<file path="src/rtl/irqc_pkg.sv">
package irqc_pkg;

  localparam int STAT_W     = 12;
  localparam int THR_W      = 5;
  localparam int TX_THR_LSB = 8;
  localparam int RX_THR_LSB = 0;

  // status bit positions (decoded by software)
  localparam int B_TX_EMPTY = 0;
  localparam int B_TX_FULL  = 1;
  localparam int B_TX_THR   = 2;
  localparam int B_RX_EMPTY = 3;
  localparam int B_RX_FULL  = 4;
  localparam int B_RX_THR   = 5;
  localparam int B_DESC_END = 9;
  localparam int B_PKT_END  = 10;
  localparam int B_DMA_ERR  = 11;

  localparam logic [STAT_W-1:0] SRC_MASK =
    STAT_W'((1 << B_TX_EMPTY) | (1 << B_TX_FULL) | (1 << B_RX_EMPTY) |
            (1 << B_RX_FULL) | (1 << B_DESC_END) | (1 << B_PKT_END) |
            (1 << B_DMA_ERR));
  localparam logic [STAT_W-1:0] LVL_MASK =
    STAT_W'((1 << B_TX_THR) | (1 << B_RX_THR));
  localparam logic [STAT_W-1:0] VALID_MASK = SRC_MASK | LVL_MASK;

  localparam logic [THR_W-1:0] THR_RST = THR_W'(1);

  typedef enum logic [1:0] {
    A_STAT = 2'd0,
    A_EN   = 2'd1,
    A_SIG  = 2'd2,
    A_THR  = 2'd3
  } reg_addr_e;

  // free room in the transmit FIFO compared with the threshold
  function automatic logic tx_room_hit(input int unsigned depth,
                                       input int unsigned level,
                                       input int unsigned thr);
    int unsigned room;
    room = (level >= depth) ? 0 : depth - level;
    return room >= thr;
  endfunction

  // fill of the receive FIFO compared with the threshold
  function automatic logic rx_fill_hit(input int unsigned level,
                                       input int unsigned thr);
    return level >= thr;
  endfunction

endpackage

</file>
<file path="src/rtl/irqc_thresh.sv">
module irqc_thresh
  import irqc_pkg::*;
#(
  parameter int DEPTH = 16,
  parameter int LVL_W = $clog2(DEPTH + 1)
) (
  input  logic             clk_i,
  input  logic             rst_ni,
  input  logic [LVL_W-1:0] tx_level_i,
  input  logic [LVL_W-1:0] rx_level_i,
  input  logic [THR_W-1:0] tx_thr_i,
  input  logic [THR_W-1:0] rx_thr_i,
  output logic             tx_hit_o,
  output logic             rx_hit_o
);

  always_comb begin
    tx_hit_o = tx_room_hit(DEPTH, 32'(tx_level_i), 32'(tx_thr_i));
    rx_hit_o = rx_fill_hit(32'(rx_level_i), 32'(rx_thr_i));
  end

  // input ranges the comparisons rely on
  p_tx_level_range_r6: assert property (@(posedge clk_i) disable iff (!rst_ni)
    32'(tx_level_i) <= DEPTH);
  p_rx_level_range_r7: assert property (@(posedge clk_i) disable iff (!rst_ni)
    32'(rx_level_i) <= DEPTH);

endmodule

</file>
<file path="src/rtl/irqc_cfg.sv">
module irqc_cfg
  import irqc_pkg::*;
#(
  parameter int DATA_W = 32
) (
  input  logic              clk_i,
  input  logic              rst_ni,
  input  logic              srst_i,
  input  logic              wr_en_i,
  input  logic              wr_sig_i,
  input  logic              wr_thr_i,
  input  logic [DATA_W-1:0] wdata_i,
  output logic [STAT_W-1:0] en_o,
  output logic [STAT_W-1:0] sig_o,
  output logic [THR_W-1:0]  tx_thr_o,
  output logic [THR_W-1:0]  rx_thr_o
);

  localparam int USED_TOP = TX_THR_LSB + THR_W;

  logic [STAT_W-1:0] en_q, sig_q;
  logic [THR_W-1:0]  tx_thr_q, rx_thr_q;
  logic              unused_wdata_hi;

  assign unused_wdata_hi = ^wdata_i[DATA_W-1:USED_TOP];

  always_ff @(posedge clk_i or negedge rst_ni) begin
    if (!rst_ni) begin
      en_q     <= '0;
      sig_q    <= '0;
      tx_thr_q <= THR_RST;
      rx_thr_q <= THR_RST;
    end else if (srst_i) begin
      en_q     <= '0;
      sig_q    <= '0;
      tx_thr_q <= THR_RST;
      rx_thr_q <= THR_RST;
    end else begin
      if (wr_en_i)  en_q  <= wdata_i[STAT_W-1:0] & VALID_MASK;
      if (wr_sig_i) sig_q <= wdata_i[STAT_W-1:0] & VALID_MASK;
      if (wr_thr_i) begin
        tx_thr_q <= wdata_i[TX_THR_LSB +: THR_W];
        rx_thr_q <= wdata_i[RX_THR_LSB +: THR_W];
      end
    end
  end

  assign en_o     = en_q;
  assign sig_o    = sig_q;
  assign tx_thr_o = tx_thr_q;
  assign rx_thr_o = rx_thr_q;

  // soft reset restores the configuration even against a write
  p_cfg_srst_r9: assert property (@(posedge clk_i) disable iff (!rst_ni)
    srst_i |=> (en_q == '0) && (sig_q == '0) &&
               (tx_thr_q == THR_RST) && (rx_thr_q == THR_RST));
  // configuration only moves on a write or soft reset
  p_cfg_hold_r8: assert property (@(posedge clk_i) disable iff (!rst_ni)
    (!srst_i && !wr_en_i && !wr_sig_i && !wr_thr_i) |=>
      $stable(en_q) && $stable(sig_q) && $stable(tx_thr_q) && $stable(rx_thr_q));
  // undefined positions never appear in the masks
  p_cfg_mask_r8: assert property (@(posedge clk_i) disable iff (!rst_ni)
    ((en_q | sig_q) & ~VALID_MASK) == '0);

endmodule

</file>
<file path="src/rtl/irqc_status_bank.sv">
module irqc_status_bank
  import irqc_pkg::*;
#(
  parameter int              W    = STAT_W,
  parameter logic [W-1:0]    KEEP = VALID_MASK
) (
  input  logic         clk_i,
  input  logic         rst_ni,
  input  logic         srst_i,
  input  logic [W-1:0] evt_i,
  input  logic [W-1:0] en_i,
  input  logic [W-1:0] clr_i,
  output logic [W-1:0] stat_o
);

  logic [W-1:0] nxt;
  logic [W-1:0] q;
  logic         unused_nxt;

  // set beats clear: an enabled event lands even when its bit is cleared
  always_comb nxt = srst_i ? '0 : ((q & ~clr_i) | (evt_i & en_i));

  assign unused_nxt = ^(nxt & ~KEEP);

  for (genvar i = 0; i < W; i++) begin : g_bit
    if (KEEP[i]) begin : g_flop
      logic b_q;
      always_ff @(posedge clk_i or negedge rst_ni) begin
        if (!rst_ni) b_q <= 1'b0;
        else         b_q <= nxt[i];
      end
      assign q[i] = b_q;

      // a set bit stays set until cleared
      p_sticky_r2: assert property (@(posedge clk_i) disable iff (!rst_ni)
        (b_q && !clr_i[i] && !srst_i) |=> b_q);
      // an enabled event is recorded, also against a clear
      p_event_wins_r4: assert property (@(posedge clk_i) disable iff (!rst_ni)
        (evt_i[i] && en_i[i] && !srst_i) |=> b_q);
      // nothing appears without an enabled event
      p_no_record_r3: assert property (@(posedge clk_i) disable iff (!rst_ni)
        (!b_q && !(evt_i[i] && en_i[i])) |=> !b_q);
      // soft reset empties the bit
      p_stat_srst_r9: assert property (@(posedge clk_i) disable iff (!rst_ni)
        srst_i |=> !b_q);
    end else begin : g_tie
      assign q[i] = 1'b0;
    end
  end

  assign stat_o = q;

endmodule

</file>
<file path="src/rtl/irqc_top.sv">
module irqc_top
  import irqc_pkg::*;
#(
  parameter int FIFO_DEPTH = 16,
  parameter int DATA_W     = 32,
  parameter int ADDR_W     = 2,
  localparam int LVL_W     = $clog2(FIFO_DEPTH + 1)
) (
  input  logic              clk_i,
  input  logic              rst_ni,
  input  logic              soft_rst_i,
  input  logic              wr_en_i,
  input  logic              rd_en_i,
  input  logic [ADDR_W-1:0] addr_i,
  input  logic [DATA_W-1:0] wdata_i,
  output logic [DATA_W-1:0] rdata_o,
  output logic              rvalid_o,
  input  logic [STAT_W-1:0] src_evt_i,
  input  logic [LVL_W-1:0]  tx_level_i,
  input  logic [LVL_W-1:0]  rx_level_i,
  output logic              irq_o
);

  localparam int GAP_W = TX_THR_LSB - THR_W;

  // decoded write strobes
  logic wr_stat, wr_en, wr_sig, wr_thr;
  assign wr_stat = wr_en_i && (addr_i == ADDR_W'(A_STAT));
  assign wr_en   = wr_en_i && (addr_i == ADDR_W'(A_EN));
  assign wr_sig  = wr_en_i && (addr_i == ADDR_W'(A_SIG));
  assign wr_thr  = wr_en_i && (addr_i == ADDR_W'(A_THR));

  logic [STAT_W-1:0] en_q, sig_q, stat_q, raw_evt, clr_mask;
  logic [THR_W-1:0]  tx_thr_q, rx_thr_q;
  logic              tx_hit, rx_hit;

  irqc_cfg #(.DATA_W(DATA_W)) u_cfg (
    .clk_i    (clk_i),
    .rst_ni   (rst_ni),
    .srst_i   (soft_rst_i),
    .wr_en_i  (wr_en),
    .wr_sig_i (wr_sig),
    .wr_thr_i (wr_thr),
    .wdata_i  (wdata_i),
    .en_o     (en_q),
    .sig_o    (sig_q),
    .tx_thr_o (tx_thr_q),
    .rx_thr_o (rx_thr_q)
  );

  irqc_thresh #(.DEPTH(FIFO_DEPTH), .LVL_W(LVL_W)) u_thresh (
    .clk_i      (clk_i),
    .rst_ni     (rst_ni),
    .tx_level_i (tx_level_i),
    .rx_level_i (rx_level_i),
    .tx_thr_i   (tx_thr_q),
    .rx_thr_i   (rx_thr_q),
    .tx_hit_o   (tx_hit),
    .rx_hit_o   (rx_hit)
  );

  // data-path pulses on their own positions, level conditions on theirs
  always_comb begin
    raw_evt           = src_evt_i & SRC_MASK;
    raw_evt[B_TX_THR] = tx_hit;
    raw_evt[B_RX_THR] = rx_hit;
  end

  assign clr_mask = wr_stat ? wdata_i[STAT_W-1:0] : '0;

  irqc_status_bank #(.W(STAT_W), .KEEP(VALID_MASK)) u_bank (
    .clk_i  (clk_i),
    .rst_ni (rst_ni),
    .srst_i (soft_rst_i),
    .evt_i  (raw_evt),
    .en_i   (en_q),
    .clr_i  (clr_mask),
    .stat_o (stat_q)
  );

  // interrupt line: status, enable and signal gate must all agree
  assign irq_o = |(stat_q & en_q & sig_q);

  // registered read port
  logic [DATA_W-1:0] rdata_d, rdata_q;
  logic              rvalid_q;

  always_comb begin
    rdata_d = '0;
    unique case (addr_i)
      ADDR_W'(A_STAT): rdata_d = DATA_W'(stat_q);
      ADDR_W'(A_EN):   rdata_d = DATA_W'(en_q);
      ADDR_W'(A_SIG):  rdata_d = DATA_W'(sig_q);
      default:         rdata_d = DATA_W'({tx_thr_q, {GAP_W{1'b0}}, rx_thr_q});
    endcase
  end

  always_ff @(posedge clk_i or negedge rst_ni) begin
    if (!rst_ni) begin
      rdata_q  <= '0;
      rvalid_q <= 1'b0;
    end else begin
      rvalid_q <= rd_en_i;
      if (rd_en_i) rdata_q <= rdata_d;
    end
  end

  assign rdata_o  = rdata_q;
  assign rvalid_o = rvalid_q;

  // the line needs pending status and an open signal gate
  p_irq_needs_status_r5: assert property (@(posedge clk_i) disable iff (!rst_ni)
    irq_o |-> (stat_q != '0));
  p_irq_needs_gate_r5: assert property (@(posedge clk_i) disable iff (!rst_ni)
    (sig_q == '0) |-> !irq_o);
  // read data valid exactly one cycle after the request
  p_rvalid_r8: assert property (@(posedge clk_i) disable iff (!rst_ni)
    rd_en_i |=> rvalid_o);
  p_rvalid_only_r8: assert property (@(posedge clk_i) disable iff (!rst_ni)
    !rd_en_i |=> !rvalid_o);
  // soft reset drops the line
  p_irq_srst_r9: assert property (@(posedge clk_i) disable iff (!rst_ni)
    soft_rst_i |=> !irq_o);

endmodule

</file>
<file path="config.mk">
export PLATFORM = sky130hd
export DESIGN_NAME = irqc_top
export DESIGN_NICKNAME = d
export VERILOG_FILES = /design/src/rtl/irqc_pkg.sv /design/src/rtl/irqc_thresh.sv /design/src/rtl/irqc_cfg.sv /design/src/rtl/irqc_status_bank.sv /design/src/rtl/irqc_top.sv
export SDC_FILE = /design/constraint.sdc
export NUM_CORES = 1
export LEC_CHECK = 0
export BUFFER_PORTS_ARGS = -buffer_cell sky130_fd_sc_hd__buf_2
export CORE_MARGIN = 1.5
export CORE_UTILIZATION = 40
export CTS_CLUSTER_SIZE = 20
export DETAILED_ROUTE_END_ITERATION = 10
export PLACE_DENSITY = 0.73
export SKIP_LAST_GASP = 1
export SYNTH_ARGS = -nofsm -noshare
export SYNTH_HDL_FRONTEND = slang
export SYNTH_SLANG_ARGS = --single-unit
</file>
<file path="constraint.sdc">
create_clock -name clk_i -period 2.9 [get_ports clk_i]
set_input_delay 0.435 -clock clk_i [delete_from_list [all_inputs] [get_ports clk_i]]
set_output_delay 0.435 -clock clk_i [all_outputs]
set_load 0.02 [all_outputs]
</file>
# Word-level counts from Yosys, hierarchy flattened
# Cells that the tools add are included.
[word_totals]
regBits = 76
in_bits = 61
out_inout_bits = 34
elab_cells = 49
[op_classes]
n_addsub = 1
order_cmp = 3
eq_ne = 3
mux = 12
bitwise = 6
reduce_logical = 9
[op_table]
columns = ["cell", "n"]
rows = [
  ["two-way mux 12 bit", 6],
  ["bitwise AND 12 bit", 4],
  ["one-hot mux 13 bit (3 select lines)", 1],
  ["greater-or-equal comparator 32 x 5 -> 1 bit", 1],
  ["two-way mux 32 bit", 1],
  ["two-way mux 5 bit", 4],
  ["NOT 12 bit", 1],
  ["OR 12 bit", 1],
  ["OR reduction 12 bit", 1],
  ["nonzero test 2 bit", 3],
  ["subtractor 5 x 5 -> 6 bit (first input constant)", 1],
  ["greater-or-equal comparator 5 bit", 1],
  ["greater-or-equal comparator 5 bit (second input constant)", 1],
  ["== test 2 bit (second input constant)", 2],
  ["logical AND 1 bit", 4],
  ["== test 2 x 1 -> 1 bit (second input constant)", 1],
  ["logical NOT 2 bit", 1],
]

# Logic depth before layout (Yosys ltp)
# Gate-level depths: netlist of the first run.
[depth]
ltp_word = 7
ltp_mapped = 10
depth_no_buf = 10

# Cells and area by module
# From an unflattened synthesis of the first run, not the netlist that was laid out.
[hier_totals]
hier_cells = 299
hier_area_um2 = 3249.4
[by_module_without_submodules]
columns = ["mod", "instances", "cells_per_inst", "area_each_um2", "seq_area_each_um2"]
rows = [
  ["irqc_cfg", 1, 97, 1181.1, 703.2],
  ["irqc_top", 1, 108, 1176.1, 350.3],
  ["irqc_status_bank", 1, 50, 559.3, 225.2],
  ["irqc_thresh", 1, 44, 332.8, 0.0],
]

# Worst setup path before layout of the first run
# No wires, ideal clock.
[synth_path]
path_kind = "input port to flip-flop"
from = "input tx_level_i[0]"
to = "register u_bank.g_bit[2].g_flop.b_q"
setup_ns = 0.120
arrival_ns = 2.198
required_ns = 2.780
setup_slack_ns = 0.582
cell_stages = 10
path_buffers = 0
cell_sequence = "inv_1 -> ha_1 -> nor3b_1 -> ha_1 -> nor2_1 -> and2_1 -> ha_1 -> a2111oi_0 -> o21bai_1 -> a31o_1"
[synth_between]
elab_chain_cells = 6
word_cells_on_any_way = 7
cone_classes = "add/sub: 1; order compare: 2; mux: 2; bitwise: 2"
[synth_rtl]
columns = ["element", "line", "rtl"]
rows = [
  ["start: declaration", "irqc_top.sv:19", "input logic [LVL_W-1:0] tx_level_i,"],
  ["subtractor 5 x 5 -> 6 bit or greater-or-equal comparator 5 bit (tied branches)", "irqc_pkg.sv:41", "room = (level >= depth) ? 0 : depth - level;"],
  ["two-way mux 32 bit (*)", "irqc_pkg.sv:41", ""],
  ["greater-or-equal comparator 32 x 5 -> 1 bit (*)", "irqc_pkg.sv:42", "return room >= thr;"],
  ["bitwise AND 12 bit (*)", "irqc_status_bank.sv:21", "always_comb nxt = srst_i ? '0 : ((q & ~clr_i) | (evt_i & en_i));"],
  ["OR 12 bit (*)", "irqc_status_bank.sv:21", ""],
  ["two-way mux 12 bit (*)", "irqc_status_bank.sv:21", ""],
  ["net u_bank.nxt[2]", "irqc_status_bank.sv:16", "logic [W-1:0] nxt;"],
  ["end signal: assignment", "irqc_status_bank.sv:30", "else b_q <= nxt[i];"],
  ["end: declaration", "irqc_status_bank.sv:27", "logic b_q;"],
]
# Mark *: on every way through the listed nets, which the timed path passes. The rest lies on a longest branch.
# A chain may end at the register's enable or synchronous reset.

# Final worst setup path of the first run
# Ends and elaborated chain as after synthesis.

==> results of run 1 <==
worst max-delay path, cell delays in order:
cell                        delay, ps
sky130_fd_sc_hd__buf_2            110
sky130_fd_sc_hd__inv_1             50
sky130_fd_sc_hd__ha_1             170
sky130_fd_sc_hd__nor3b_1          260
sky130_fd_sc_hd__ha_1             240
sky130_fd_sc_hd__nor2_1            70
sky130_fd_sc_hd__and2_1           160
sky130_fd_sc_hd__ha_1             270
sky130_fd_sc_hd__a2111oi_0        390
sky130_fd_sc_hd__o21bai_1         160
sky130_fd_sc_hd__a31o_1           230
synth_stat cells, drive strengths merged:
| library cell | count | share of area [%] |
|---|---|---|
| a311oi | 1 | 0.32 |
| nand2 | 29 | 3.9 |
| and2 | 2 | 0.45 |
| mux2 | 8 | 3.4 |
| nor2 | 28 | 3.8 |
| nand3 | 11 | 2.0 |
| clkbuf | 4 | 0.54 |
| dfstp | 2 | 1.9 |
| a2111oi | 2 | 0.63 |
| nand3b | 1 | 0.27 |
| a31oi | 1 | 0.23 |
| nand2b | 3 | 0.68 |
| xor2 | 2 | 0.63 |
| nand4 | 4 | 0.90 |
| mux2i | 19 | 6.8 |
| nor3b | 2 | 0.95 |
| nor2b | 1 | 0.23 |
| nor3 | 3 | 0.54 |
| o21a | 2 | 0.54 |
| buf | 29 | 7.8 |
| conb | 1 | 0.14 |
| a21oi | 9 | 1.6 |
| o21ai | 4 | 0.72 |
| a31o | 2 | 0.63 |
| a22oi | 7 | 1.9 |
| inv | 15 | 2.0 |
| and3 | 4 | 0.90 |
| o21bai | 2 | 0.54 |
| ha | 12 | 5.4 |
| mux4 | 8 | 7.3 |
| dfrtp | 47 | 42 |
worst paths after layout:
path | end | slack [ps]
hold reg to reg | rdata_o[10] | 510
hold / removal | rdata_o[0] | 320
max in group asynchronous | rdata_o[10] | 1920
min in group clk_i | u_cfg.tx_thr_o[0] | 350
setup reg to reg | u_bank.g_bit[2].g_flop.b_q | 1070
setup / recovery | u_bank.g_bit[2].g_flop.b_q | 570
power by group through the flow:
stage / logic (W) / registers (W) / clock network (W)
after global placement: 0.000210 / 0.000739 / 0
after detailed placement: 0.000216 / 0.000741 / 0
final: 0.000213 / 0.000727 / 0.000393
after floorplan: 0.000153 / 0.000748 / 0
after CTS: 0.000217 / 0.000727 / 0.000398
after global routing: 0.000241 / 0.000731 / 0.000426
layout make-up:
| cell class | count | area, um^2 |
|---|---|---|
| clock buffer | 6 | 72.6 |
| clock inverter | 2 | 10.0 |
| fill | 659 | 3710 |
| inverter | 15 | 56.3 |
| multi-input combinational | 188 | 1340 |
| sequential | 49 | 1230 |
| tap | 80 | 100 |
| timing repair buffer | 48 | 243 |
metal layers:
metal,vias up,global-route usage (%)
met5,-,0
met3,8,3.71
li1,959,-
met2,46,26.1
met4,0,6.30
met1,983,21.9
placed cells by master (no fill, tap or decap):
| cell | synthesis | layout |
|---|---|---|
| sky130_fd_sc_hd__nor3b_4 | 1 | 1 |
| sky130_fd_sc_hd__nor2b_1 | 1 | 1 |
| sky130_fd_sc_hd__mux2_4 | 1 | 1 |
| sky130_fd_sc_hd__a31oi_1 | 1 | 1 |
| sky130_fd_sc_hd__a31o_1 | 2 | 2 |
| sky130_fd_sc_hd__nand2_1 | 29 | 29 |
| sky130_fd_sc_hd__nand2b_1 | 3 | 3 |
| sky130_fd_sc_hd__o21ai_0 | 4 | 4 |
| sky130_fd_sc_hd__conb_1 | 1 | 21 |
| sky130_fd_sc_hd__buf_4 | 22 | 1 |
| sky130_fd_sc_hd__dfrtp_1 | 47 | 47 |
| sky130_fd_sc_hd__nor2_1 | 28 | 28 |
| sky130_fd_sc_hd__o21bai_1 | 2 | 2 |
| sky130_fd_sc_hd__o21a_1 | 2 | 2 |
| sky130_fd_sc_hd__dfstp_2 | 2 | 2 |
| sky130_fd_sc_hd__ha_1 | 12 | 12 |
| sky130_fd_sc_hd__and3_1 | 4 | 4 |
| sky130_fd_sc_hd__a2111oi_0 | 2 | 2 |
| sky130_fd_sc_hd__clkbuf_1 | 4 | 1 |
| sky130_fd_sc_hd__mux4_2 | 2 | 2 |
| sky130_fd_sc_hd__clkbuf_8 | 0 | 5 |
| sky130_fd_sc_hd__and2_1 | 2 | 2 |
| sky130_fd_sc_hd__nor3_1 | 3 | 3 |
| sky130_fd_sc_hd__nand3b_1 | 1 | 1 |
| sky130_fd_sc_hd__nand3_1 | 11 | 11 |
| sky130_fd_sc_hd__a21oi_1 | 9 | 9 |
| sky130_fd_sc_hd__mux2_2 | 7 | 7 |
| sky130_fd_sc_hd__nand4_1 | 4 | 4 |
| sky130_fd_sc_hd__mux2i_1 | 19 | 19 |
| sky130_fd_sc_hd__buf_2 | 4 | 47 |
| sky130_fd_sc_hd__mux4_1 | 6 | 6 |
| sky130_fd_sc_hd__clkinv_2 | 0 | 2 |
| sky130_fd_sc_hd__nor3b_1 | 1 | 1 |
| sky130_fd_sc_hd__a311oi_1 | 1 | 1 |
| sky130_fd_sc_hd__a22oi_1 | 7 | 7 |
| sky130_fd_sc_hd__inv_1 | 15 | 15 |
| sky130_fd_sc_hd__xor2_1 | 2 | 2 |
metrics by stage:
step,total power [W],util (%),setup slack (ps)
CTS,0.00134,45.1,575
finish,0.00133,45.1,571
detailed placement,0.000956,43.9,280
floorplan,0.000901,-,582
global route,0.00140,45.1,358
global placement,0.000949,43.9,246
kinds of logic after synthesis:
logic type | synth area share, %
AO/OA/AOI/OAI | 7.12
XOR/XNOR | 0.631
adder cells (fa/ha/maj) | 5.41
buffers and inverters | 10.3
flip-flops | 44.3
multiplexers | 17.5
other | 0.135
AND/OR/NAND/NOR | 14.6
flip-flops by register name, summed over array words and instances (netlist names):
name / count
u_cfg.tx_thr_o: 5
u_bank.g_bit.g_flop.b_q: 9
rdata_o: 11
u_cfg.rx_thr_o: 5
u_cfg.en_o: 9
rvalid_o: 1
u_cfg.sig_o: 9
==> load_flow_metrics.sql, run 1 <==
INSERT INTO impl_metrics (metric_group, metric, value, unit) VALUES
('cts', 'htree_levels', '2', ''),
('power_and_ir_drop', 'power_switching', '0.000376', 'W'),
('die', 'die_area', '7450', 'um^2'),
('logic_synthesis', 'postSynthRegisterBits', '49', ''),
('placed_design', 'dp_cells', '380', ''),
('die', 'initial_core_util', '41.1', '%'),
('finish', 'num-nets-final', '380', ''),
('sta', 'grt_setup_unrepaired', 'false', ''),
('detailed_routing', 'dr.first_iter.drc_count', '109', ''),
('power_and_ir_drop', 'power.clock.fraction', '29.5', '%'),
('outcome', 'result_of_the_run', 'complete, no violations', ''),
('detailed_routing', 'vias_per_cell', '5.14', ''),
('critical_path', 'reg2reg_from', 'u_cfg.tx_thr_o[0]', ''),
('sta', 'clock.fmax', '429', 'MHz'),
('global_route', 'grt_start_max_net_pins', '50', ''),
('detailed_routing', 'met3RoutedLength', '216', 'um'),
('detailed_routing', 'drcViolationCount', '0', ''),
('critical_path', 'startpoint_type', 'input pin', ''),
('global_route', 'number_of_antenna_violations_at_the_first_check_in_global_routing', '0', ''),
('die', 'die_height', '86.3', 'um'),
('die', 'io_pins', '95', ''),
('cts', 'total_clock_buffers_created_by_cts', '5', ''),
('sta', 'period_minus_slack', '2330', 'ps'),
('global_route', 'grt_pass1_vias', '1922', ''),
('detailed_routing', 'detail_route.wirelength', '5690', 'um'),
('sta', 'holdWs', '317', 'ps'),
('logic_synthesis', 'synth.yosys.warnings', '0', ''),
('sta', 'post-route-period-util', '80.3', '%'),
('detailed_routing', 'detailroute.wirelength.met2', '2780', 'um'),
('sta', 'final_max_slew_viol_count', '0', ''),
('power_and_ir_drop', 'worst_case_vdd_ir_drop', '0.000141', 'V'),
('cts', 'cts_tree', 'done', ''),
('die', 'die_w', '86.3', 'um'),
('finish', 'drive_above_1_share', '22.1', '%'),
('finish', 'n_antenna_cell', '0', ''),
('job', 'timing.max_cap.violations', '0', ''),
('power_and_ir_drop', 'seq_power_share', '54.5', '%'),
('power_and_ir_drop', 'internal_power', '0.000958', 'W'),
('critical_path', 'worst_ep_arrival_time', '2530', 'ps'),
('critical_path', 'rr_worst_depth', '5', ''),
('detailed_routing', 'm1WireLength', '2600', 'um'),
('sta', 'worst_pin_slew', '1070', 'ps'),
('detailed_routing', 'routed_wire_length_per_instance', '14.7', 'um'),
('critical_path', 'critical_path_peak_fanout', '3', ''),
('sta', 'finClkSkew', '6.60', 'ps'),
('placed_design', 'dpl.hpwl', '4080', 'um'),
('cts', 'clock-sinks', '49', ''),
('detailed_routing', 'via_count', '1996', ''),
('cts', 'clock_path_buffers', '2', ''),
('finish', 'layout.cell_area.non_filler', '3050', 'um^2'),
('sta', 'final_hold_viol_count', '0', ''),
('cts', 'ctsResizeCount', '0', ''),
('sta', 'fin_tns_setup', '0', 'ps'),
('global_route', 'grt_overflow', '0', ''),
('die', 'placementRows', '30', ''),
('detailed_routing', 'first_pass_iters', '4', ''),
('power_and_ir_drop', 'power.density_cell_area', '438', 'nW/um^2'),
('placed_design', 'place.gp.congestion', '0.811', ''),
('placed_design', 'count_of_input_and_output_buffers', '47', ''),
('power_and_ir_drop', 'share_comb_of_total_power', '16.0', '%'),
('global_route', 'wire_length_of_the_first_global_routing_pass', '9320', 'um'),
('sta', 'worst_slew_margin_rel', '28.7', '%'),
('detailed_routing', 'antenna_left', '0', ''),
('critical_path', 'worstSetupStartpoint', 'tx_level_i[0]', ''),
('logic_synthesis', 'synth_sequential_area_ratio', '44.3', '%'),
('logic_synthesis', 'syn_area_per_cell', '10.5', 'um^2'),
('critical_path', 'worst-setup-path-type', 'in -> reg', ''),
('power_and_ir_drop', 'power_leakage', '1.61', 'nW'),
('hold_path', 'hold_path_class', 'in -> async', ''),
('finish', 'syn2layout_area_growth', '9.73', '%'),
('logic_synthesis', 'post_synth_num_cell_types', '38', '');
(Power assumes the default switching activity.)
==> run 2, diff against run 1 <==
- clock period: 2.9 -> 2.2 ns (I/O delays scaled with it)
==> load_flow_metrics.sql, run 2 (same netlist as run 1, synthesis figures left out) <==
INSERT INTO impl_metrics (metric_group, metric, value, unit) VALUES
('finish', 'layout.cell_area.non_filler', '3140', 'um^2'),
('global_route', 'grt_start_max_net_pins', '34', ''),
('sta', 'worst_slew_margin_rel', '59.4', '%'),
('cts', 'htree_levels', '2', ''),
('critical_path', 'worst_path_dominant_cell_family', 'adder cells', ''),
('sta', 'final_max_slew_viol_count', '0', ''),
('finish', 'mostFrequentLayoutCells', 'sky130_fd_sc_hd__buf_2 (47), sky130_fd_sc_hd__dfrtp_1 (47), sky130_fd_sc_hd__nand2_1 (29)', ''),
('finish', 'largest_reg_flops', '11', ''),
('placed_design', 'dp_cells', '388', ''),
('critical_path', 'rr_worst_depth', '5', ''),
('power_and_ir_drop', 'power.density_cell_area', '572', 'nW/um^2'),
('sta', 'clock.fmax', '491', 'MHz'),
('outcome', 'result_of_the_run', 'complete, no violations', ''),
('critical_path', 'r2r_setup_slack', '380', 'ps'),
('critical_path', 'timing.critical_path.mode_cell', 'sky130_fd_sc_hd__ha_1', ''),
('sta', 'finClkSkew', '3.73', 'ps'),
('sta', 'worst_pin_slew', '610', 'ps'),
('placed_design', 'count_of_input_and_output_buffers', '47', ''),
('sta', 'finalWorstSetupSlack', '163', 'ps'),
('global_route', 'number_of_antenna_violations_at_the_first_check_in_global_routing', '0', ''),
('detailed_routing', 'dr.first_iter.drc_count', '163', ''),
('finish', 'num-nets-final', '388', ''),
('global_route', 'grt.met3_usage', '3.90', '%'),
('global_route', 'grt_use_met1', '21.9', '%'),
('cts', 'cts_setup_buffers', '0', ''),
('die', 'die_area', '7450', 'um^2'),
('critical_path', 'critical_path_peak_fanout', '2', ''),
('detailed_routing', 'detail_route.wirelength', '5970', 'um'),
('cts', 'clock-sinks', '49', ''),
('cts', 'cts_tree', 'done', ''),
('finish', 'instances_no_fill', '395', ''),
('die', 'io_pins', '95', ''),
('cts', 'ctsResizeCount', '0', ''),
('placed_design', 'postPlaceCellArea', '3030', 'um^2'),
('sta', 'final_hold_viol_count', '0', ''),
('sta', 'setup_viol_count_final', '0', ''),
('sta', 'holdWs', '33.0', 'ps'),
('critical_path', 'reg2reg_from', 'u_cfg.rx_thr_o[0]', ''),
('global_route', 'grt_overflow', '0', ''),
('global_route', 'met2_usage', '28.0', '%'),
('sta', 'post-route-period-util', '92.6', '%'),
('finish', 'drive_above_1_share', '24.8', '%'),
('placed_design', 'post-place-ws', '-204', 'ps'),
('critical_path', 'worst-setup-path-type', 'in -> reg', ''),
('cts', 'cts.reportedPaths.clkPinSlew', '80', 'ps'),
('cts', 'cts-hold-fix-buffers', '0', ''),
('cts', 'clock_path_buffers', '2', ''),
('die', 'core_footprint', '6760', 'um^2'),
('cts', 'clk_root_buffer_cell', 'sky130_fd_sc_hd__clkbuf_8', ''),
('critical_path', 'startpoint_type', 'input pin', ''),
('placed_design', 'dpl.hpwl', '4330', 'um'),
('placed_design', 'place.gp.congestion', '0.817', ''),
('global_route', 'wire_length_of_the_first_global_routing_pass', '9420', 'um'),
('die', 'placementRows', '30', ''),
('detailed_routing', 'via_count', '2024', ''),
('detailed_routing', 'antenna_left', '0', ''),
('critical_path', 'worst_ep_arrival_time', '2230', 'ps'),
('finish', 'n_antenna_cell', '0', ''),
('die', 'die_w', '86.3', 'um'),
('sta', 'period_minus_slack', '2040', 'ps'),
('power_and_ir_drop', 'power_leakage', '1.66', 'nW'),
('die', 'initial_core_util', '41.1', '%'),
('cts', 'total_clock_buffers_created_by_cts', '5', ''),
('critical_path', 'cp_cell_sequence', 'buf_2 > inv_1 > ha_1 > nor3b_4 > ha_2 > nor2_1 > and2_1 > ha_1 > a2111oi_4 > o21bai_1 > a31o_1', ''),
('power_and_ir_drop', 'worst_case_vdd_ir_drop', '0.000238', 'V'),
('critical_path', 'crit_buf_inv', '2', ''),
('global_route', 'grt_pass1_vias', '1902', ''),
('detailed_routing', 'routed_wire_length_per_instance', '15.1', 'um'),
('critical_path', 'critPathSlowestCell', 'sky130_fd_sc_hd__ha_1', ''),
('hold_path', 'hold_path_class', 'in -> async', ''),
('cts', 'insertion_delay', '300', 'ps'),
('critical_path', 'required_time_at_the_endpoint_of_the_critical_path', '2390', 'ps'),
('job', 'timing.max_cap.violations', '0', ''),
('critical_path', 'crit_path_max_incr_delay', '320', 'ps'),
('detailed_routing', 'vias_per_cell', '5.12', ''),
('critical_path', 'timing.rr.end', 'u_bank.g_bit[5].g_flop.b_q', ''),
('finish', 'syn2layout_area_growth', '13.2', '%'),
('global_route', 'global_route.peak_usage_layer', 'met2', ''),
('sta', 'fin_tns_setup', '0', 'ps'),
('detailed_routing', 'drcViolationCount', '0', ''),
('critical_path', 'crit_path_end_kind', 'flip-flop', ''),
('die', 'die_height', '86.3', 'um'),
('detailed_routing', 'first_pass_iters', '5', ''),
('global_route', 'global_route.usage.total', '16.5', '%');
## run 2: changes by cell type in the layout (fill, tap and decap cells not counted)
cell,delta
sky130_fd_sc_hd__a2111oi_0,-1
sky130_fd_sc_hd__a2111oi_4,+1
sky130_fd_sc_hd__buf_4,+8
sky130_fd_sc_hd__clkbuf_8,+1
sky130_fd_sc_hd__clkinv_2,-2
sky130_fd_sc_hd__ha_1,-1
sky130_fd_sc_hd__ha_2,+1
sky130_fd_sc_hd__nor3b_1,-1
sky130_fd_sc_hd__nor3b_4,+1
## run 2: per-stage QoR
step                      utilization [%]  total power (W)
final                                46.5          0.00180
after CTS                            46.1          0.00180
after global routing                 46.5          0.00187
after global placement               44.8          0.00126
after floorplan                         -          0.00119
after detailed placement             44.8          0.00127
## run 2: worst max path at each step
stage,depth (start not counted),to,startpoint
4_1_cts,11,u_bank.g_bit[2].g_flop.b_q,tx_level_i[0]
3_5_place_dp,11,u_bank.g_bit[2].g_flop.b_q,tx_level_i[0]
2_1_floorplan,10,u_bank.g_bit[2].g_flop.b_q,tx_level_i[0]
5_1_grt,11,u_bank.g_bit[2].g_flop.b_q,tx_level_i[1]
3_3_place_gp,11,u_bank.g_bit[2].g_flop.b_q,tx_level_i[0]
6_report,11,u_bank.g_bit[2].g_flop.b_q,tx_level_i[0]
## run 2: where the power goes
part | internal, W | leakage, nW | switching [W]
clock network | 0.000250 | 0.0443 | 0.000279
registers | 0.000935 | 0.664 | 0.0000234
logic | 0.000122 | 0.949 | 0.000187
## run 2: layout make-up
class	count	area [um^2]
timing repair buffer	56	303
fill	636	3610
inverter	15	56.3
clock buffer	7	86.3
tap	80	100
sequential	49	1230
multi-input combinational	188	1370
## run 2: routing by layer
layer | vias to the layer above | wire length [um]
met4 | 0 | 65
met3 | 7 | 374
met1 | 977 | 2640
li1 | 974 | -
met5 | - | 0
met2 | 66 | 2900
==> run 3, diff against run 2 <==
- ABC_AREA: default -> 1
==> load_flow_metrics.sql, run 3 <==
INSERT INTO impl_metrics (metric_group, metric, value, unit) VALUES
('power_and_ir_drop', 'power_leakage', '1.70', 'nW'),
('logic_synthesis', 'synth_ff_type', 'sky130_fd_sc_hd__dfrtp_1', ''),
('finish', 'n_antenna_cell', '0', ''),
('critical_path', 'critPathSlowestCell', 'sky130_fd_sc_hd__ha_1', ''),
('finish', 'mostFrequentLayoutCells', 'sky130_fd_sc_hd__nand2_1 (71), sky130_fd_sc_hd__buf_2 (47), sky130_fd_sc_hd__dfrtp_1 (47)', ''),
('die', 'die_w', '87.2', 'um'),
('logic_synthesis', 'post_synth_inst_count', '322', ''),
('logic_synthesis', 'synth_top_area_share', '41.5', '%'),
('logic_synthesis', 'synthArstFlopShare', '100', '%'),
('die', 'die_height', '87.2', 'um'),
('placed_design', 'dpl.hpwl', '4670', 'um'),
('sta', 'period_minus_slack', '1920', 'ps'),
('cts', 'clk_root_buffer_cell', 'sky130_fd_sc_hd__clkbuf_8', ''),
('power_and_ir_drop', 'power.clock.fraction', '31.0', '%'),
('global_route', 'grt_pass1_vias', '2090', ''),
('cts', 'ctsResizeCount', '0', ''),
('logic_synthesis', 'synth.yosys.warnings', '0', ''),
('logic_synthesis', 'postSynthRegisterBits', '49', ''),
('die', 'placementRows', '30', ''),
('power_and_ir_drop', 'internal_power', '0.00147', 'W'),
('cts', 'cts.reportedPaths.clkPinSlew', '90', 'ps'),
('finish', 'fill_cells', '691', ''),
('critical_path', 'crit_path_end_kind', 'flip-flop', ''),
('cts', 'clock_path_buffers', '2', ''),
('cts', 'cts_tree', 'done', ''),
('global_route', 'grt_overflow', '0', ''),
('sta', 'final_hold_viol_count', '0', ''),
('hold_path', 'hold_path_class', 'in -> async', ''),
('power_and_ir_drop', 'power.density_cell_area', '646', 'nW/um^2'),
('finish', 'largest_reg_flops', '11', ''),
('finish', 'area_occupied_by_multi_input_gates', '1360', 'um^2'),
('finish', 'seqCellArea', '1230', 'um^2'),
('sta', 'worst_slew_margin_rel', '54.2', '%'),
('cts', 'cts-hold-fix-buffers', '0', ''),
('finish', 'layout_commonest_cell', 'sky130_fd_sc_hd__nand2_1', ''),
('sta', 'grt_setup_unrepaired', 'false', ''),
('sta', 'post-route-period-util', '87.2', '%'),
('critical_path', 'timing.critical_path.mode_cell', 'sky130_fd_sc_hd__nand2_1', ''),
('sta', 'clock.fmax', '521', 'MHz'),
('job', 'timing.max_cap.violations', '0', ''),
('power_and_ir_drop', 'seq_power_share', '49.3', '%'),
('cts', 'clock-sinks', '49', ''),
('outcome', 'result_of_the_run', 'complete, no violations', ''),
('sta', 'worst_pin_slew', '687', 'ps'),
('cts', 'htree_levels', '2', ''),
('detailed_routing', 'dr.first_iter.drc_count', '142', ''),
('logic_synthesis', 'synth_sequential_area_ratio', '43.3', '%'),
('sta', 'finClkSkew', '7.93', 'ps'),
('global_route', 'global_route.usage.total', '17.0', '%'),
('global_route', 'grt_start_max_net_pins', '31', ''),
('finish', 'num-nets-final', '447', ''),
('global_route', 'wire_length_of_the_first_global_routing_pass', '9920', 'um'),
('critical_path', 'critical_path_peak_fanout', '4', ''),
('placed_design', 'place.gp.congestion', '0.833', ''),
('critical_path', 'cp_cell_sequence', 'buf_2 > inv_1 > ha_1 > nand2_1 > nor2_1 > ha_1 > o21bai_1 > nor3b_1 > ha_1 > nand2_1 > inv_1 > nand2_1 > nand2_1 > nand2_1 > nand3_1 > nand2_1 > a21oi_1', ''),
('die', 'die_area', '7600', 'um^2'),
('sta', 'final_max_slew_viol_count', '0', ''),
('sta', 'setup_viol_count_final', '0', ''),
('logic_synthesis', 'post_synth_num_cell_types', '26', ''),
('logic_synthesis', 'syn-cell-area', '2840', 'um^2'),
('logic_synthesis', 'synthTopCellsByCount', 'sky130_fd_sc_hd__nand2_1 (71), sky130_fd_sc_hd__dfrtp_1 (47), sky130_fd_sc_hd__inv_1 (36), sky130_fd_sc_hd__o21ai_0 (25), sky130_fd_sc_hd__buf_4 (22)', ''),
('logic_synthesis', 'syn_area_per_cell', '8.81', 'um^2'),
('critical_path', 'required_time_at_the_endpoint_of_the_critical_path', '2380', 'ps'),
('detailed_routing', 'detail_route.wirelength', '6180', 'um'),
('detailed_routing', 'via_count', '2234', ''),
('power_and_ir_drop', 'power_switching', '0.000611', 'W'),
('die', 'initial_core_util', '41.5', '%'),
('power_and_ir_drop', 'power', '0.00209', 'W'),
('logic_synthesis', 'yosysMostFrequentCell', 'sky130_fd_sc_hd__nand2_1', ''),
('critical_path', 'worst-setup-path-type', 'in -> reg', ''),
('die', 'io_pins', '95', ''),
('detailed_routing', 'antenna_left', '0', ''),
('power_and_ir_drop', 'swShare', '29.3', '%'),
('die', 'core_footprint', '6830', 'um^2'),
('placed_design', 'count_of_input_and_output_buffers', '47', ''),
('detailed_routing', 'vias_per_cell', '4.74', ''),
('detailed_routing', 'routed_wire_length_per_instance', '13.1', 'um'),
('cts', 'cts_setup_buffers', '0', ''),
('critical_path', 'startpoint_type', 'input pin', ''),
('finish', 'utilization_after_layout', '47.2', '%'),
('cts', 'insertion_delay', '300', 'ps'),
('power_and_ir_drop', 'worst_case_vdd_ir_drop', '0.000361', 'V'),
('critical_path', 'worst_ep_arrival_time', '2100', 'ps'),
('critical_path', 'crit_path_max_incr_delay', '260', 'ps'),
('detailed_routing', 'drcViolationCount', '0', ''),
('finish', 'syn2layout_area_growth', '13.8', '%'),
('logic_synthesis', 'synth_top_area_cell', 'sky130_fd_sc_hd__dfrtp_1', ''),
('global_route', 'number_of_antenna_violations_at_the_first_check_in_global_routing', '0', ''),
('power_and_ir_drop', 'share_comb_of_total_power', '19.7', '%'),
('cts', 'total_clock_buffers_created_by_cts', '5', ''),
('logic_synthesis', 'synth_area_leaders', 'sky130_fd_sc_hd__dfrtp_1 (41%), sky130_fd_sc_hd__mux2_4 (9.5%), sky130_fd_sc_hd__nand2_1 (9.4%)', ''),
('detailed_routing', 'first_pass_iters', '4', ''),
('finish', 'drive_above_1_share', '24.3', '%'),
('logic_synthesis', 'post_synth_edffs', '0', '');
==> run 3: cell types whose count changed in the layout (fill, tap and decap cells not counted), sizes merged, moves of 4 or more <==
cell   before  now
a21oi       9   20
inv        15   39
and3        4    0
buf        56   51
a22oi       7    0
nand3      11   18
nand2      29   77
mux4        8    0
mux2        8   18
mux2i      19    0
o21ai       4   25
nor2       28   24
==> run 3: cell families after synthesis <==
family	count (synthesis)	synth area share [%]
flip-flops	49	43.3
XOR/XNOR	1	0.309
AO/OA/AOI/OAI	51	9.49
buffers and inverters	65	11.5
other	1	0.132
adder cells (fa/ha/maj)	12	5.30
AND/OR/NAND/NOR	125	20.4
multiplexers	18	9.53
==> run 3: worst paths after layout <==
kind                              startpoint  cells after the start  slack (ps)                         end
setup reg to reg           u_cfg.rx_thr_o[2]                      8         760  u_bank.g_bit[5].g_flop.b_q
setup / recovery               tx_level_i[0]                     17         280  u_bank.g_bit[2].g_flop.b_q
hold / removal                        rst_ni                      1          60                  rdata_o[9]
hold reg to reg                   rdata_o[3]                      2         490                  rdata_o[3]
max in group asynchronous             rst_ni                      2        1520                  rdata_o[3]
min in group clk_i               wdata_i[12]                      3         240           u_cfg.tx_thr_o[4]
==> run 3: per-layer routing <==
metal  up-vias  global-route usage (%)  routed length (um)
met5         -                       0                   0
met4         0                    4.47                  59
met3         6                    3.22                 309
met2        61                    28.0                2890
met1      1058                    23.1                2930
li1       1109                       -                   -
==> run 3: cell type report <==
type                    count  share of cell area, %
well taps                  96                   3.72
clock buffers               6                   2.25
inverters                  39                   4.54
multi-input cells         228                   42.0
clock inverters             2                   1.20
repair buffers             51                   8.22
flip-flops and latches     49                   38.1
==> run 3: power groups by stage <==
stage                     clock [W]  combinational, W  sequential [W]
after global placement            0          0.000400         0.00104
after detailed placement          0          0.000411         0.00104
final                      0.000646          0.000411         0.00103
after floorplan                   0          0.000282         0.00106
after global routing       0.000692          0.000456         0.00104
after CTS                  0.000656          0.000414         0.00103
==> run 3: critical path, delay by kind of cell <==
family                   cells  cell delay [ps]
adder cells (fa/ha/maj)      3              630
AO/OA/AOI/OAI                2              260
buffers and inverters        3              190
AND/OR/NAND/NOR              9              710
==> run 3: metrics by stage <==
step           hold slack, ps  setup TNS, ps  setup WS (ps)  instances  area (um^2)
3_3_place_gp              401          -15.8          -15.8        463         3120
6_report                 58.3              0            282        471         3230
2_1_floorplan            34.4              0            236        342         2910
4_1_cts                  75.7              0            260        471         3230
5_1_grt                  95.1              0            107        471         3230
3_5_place_dp              408          -62.9          -62.9        463         3120
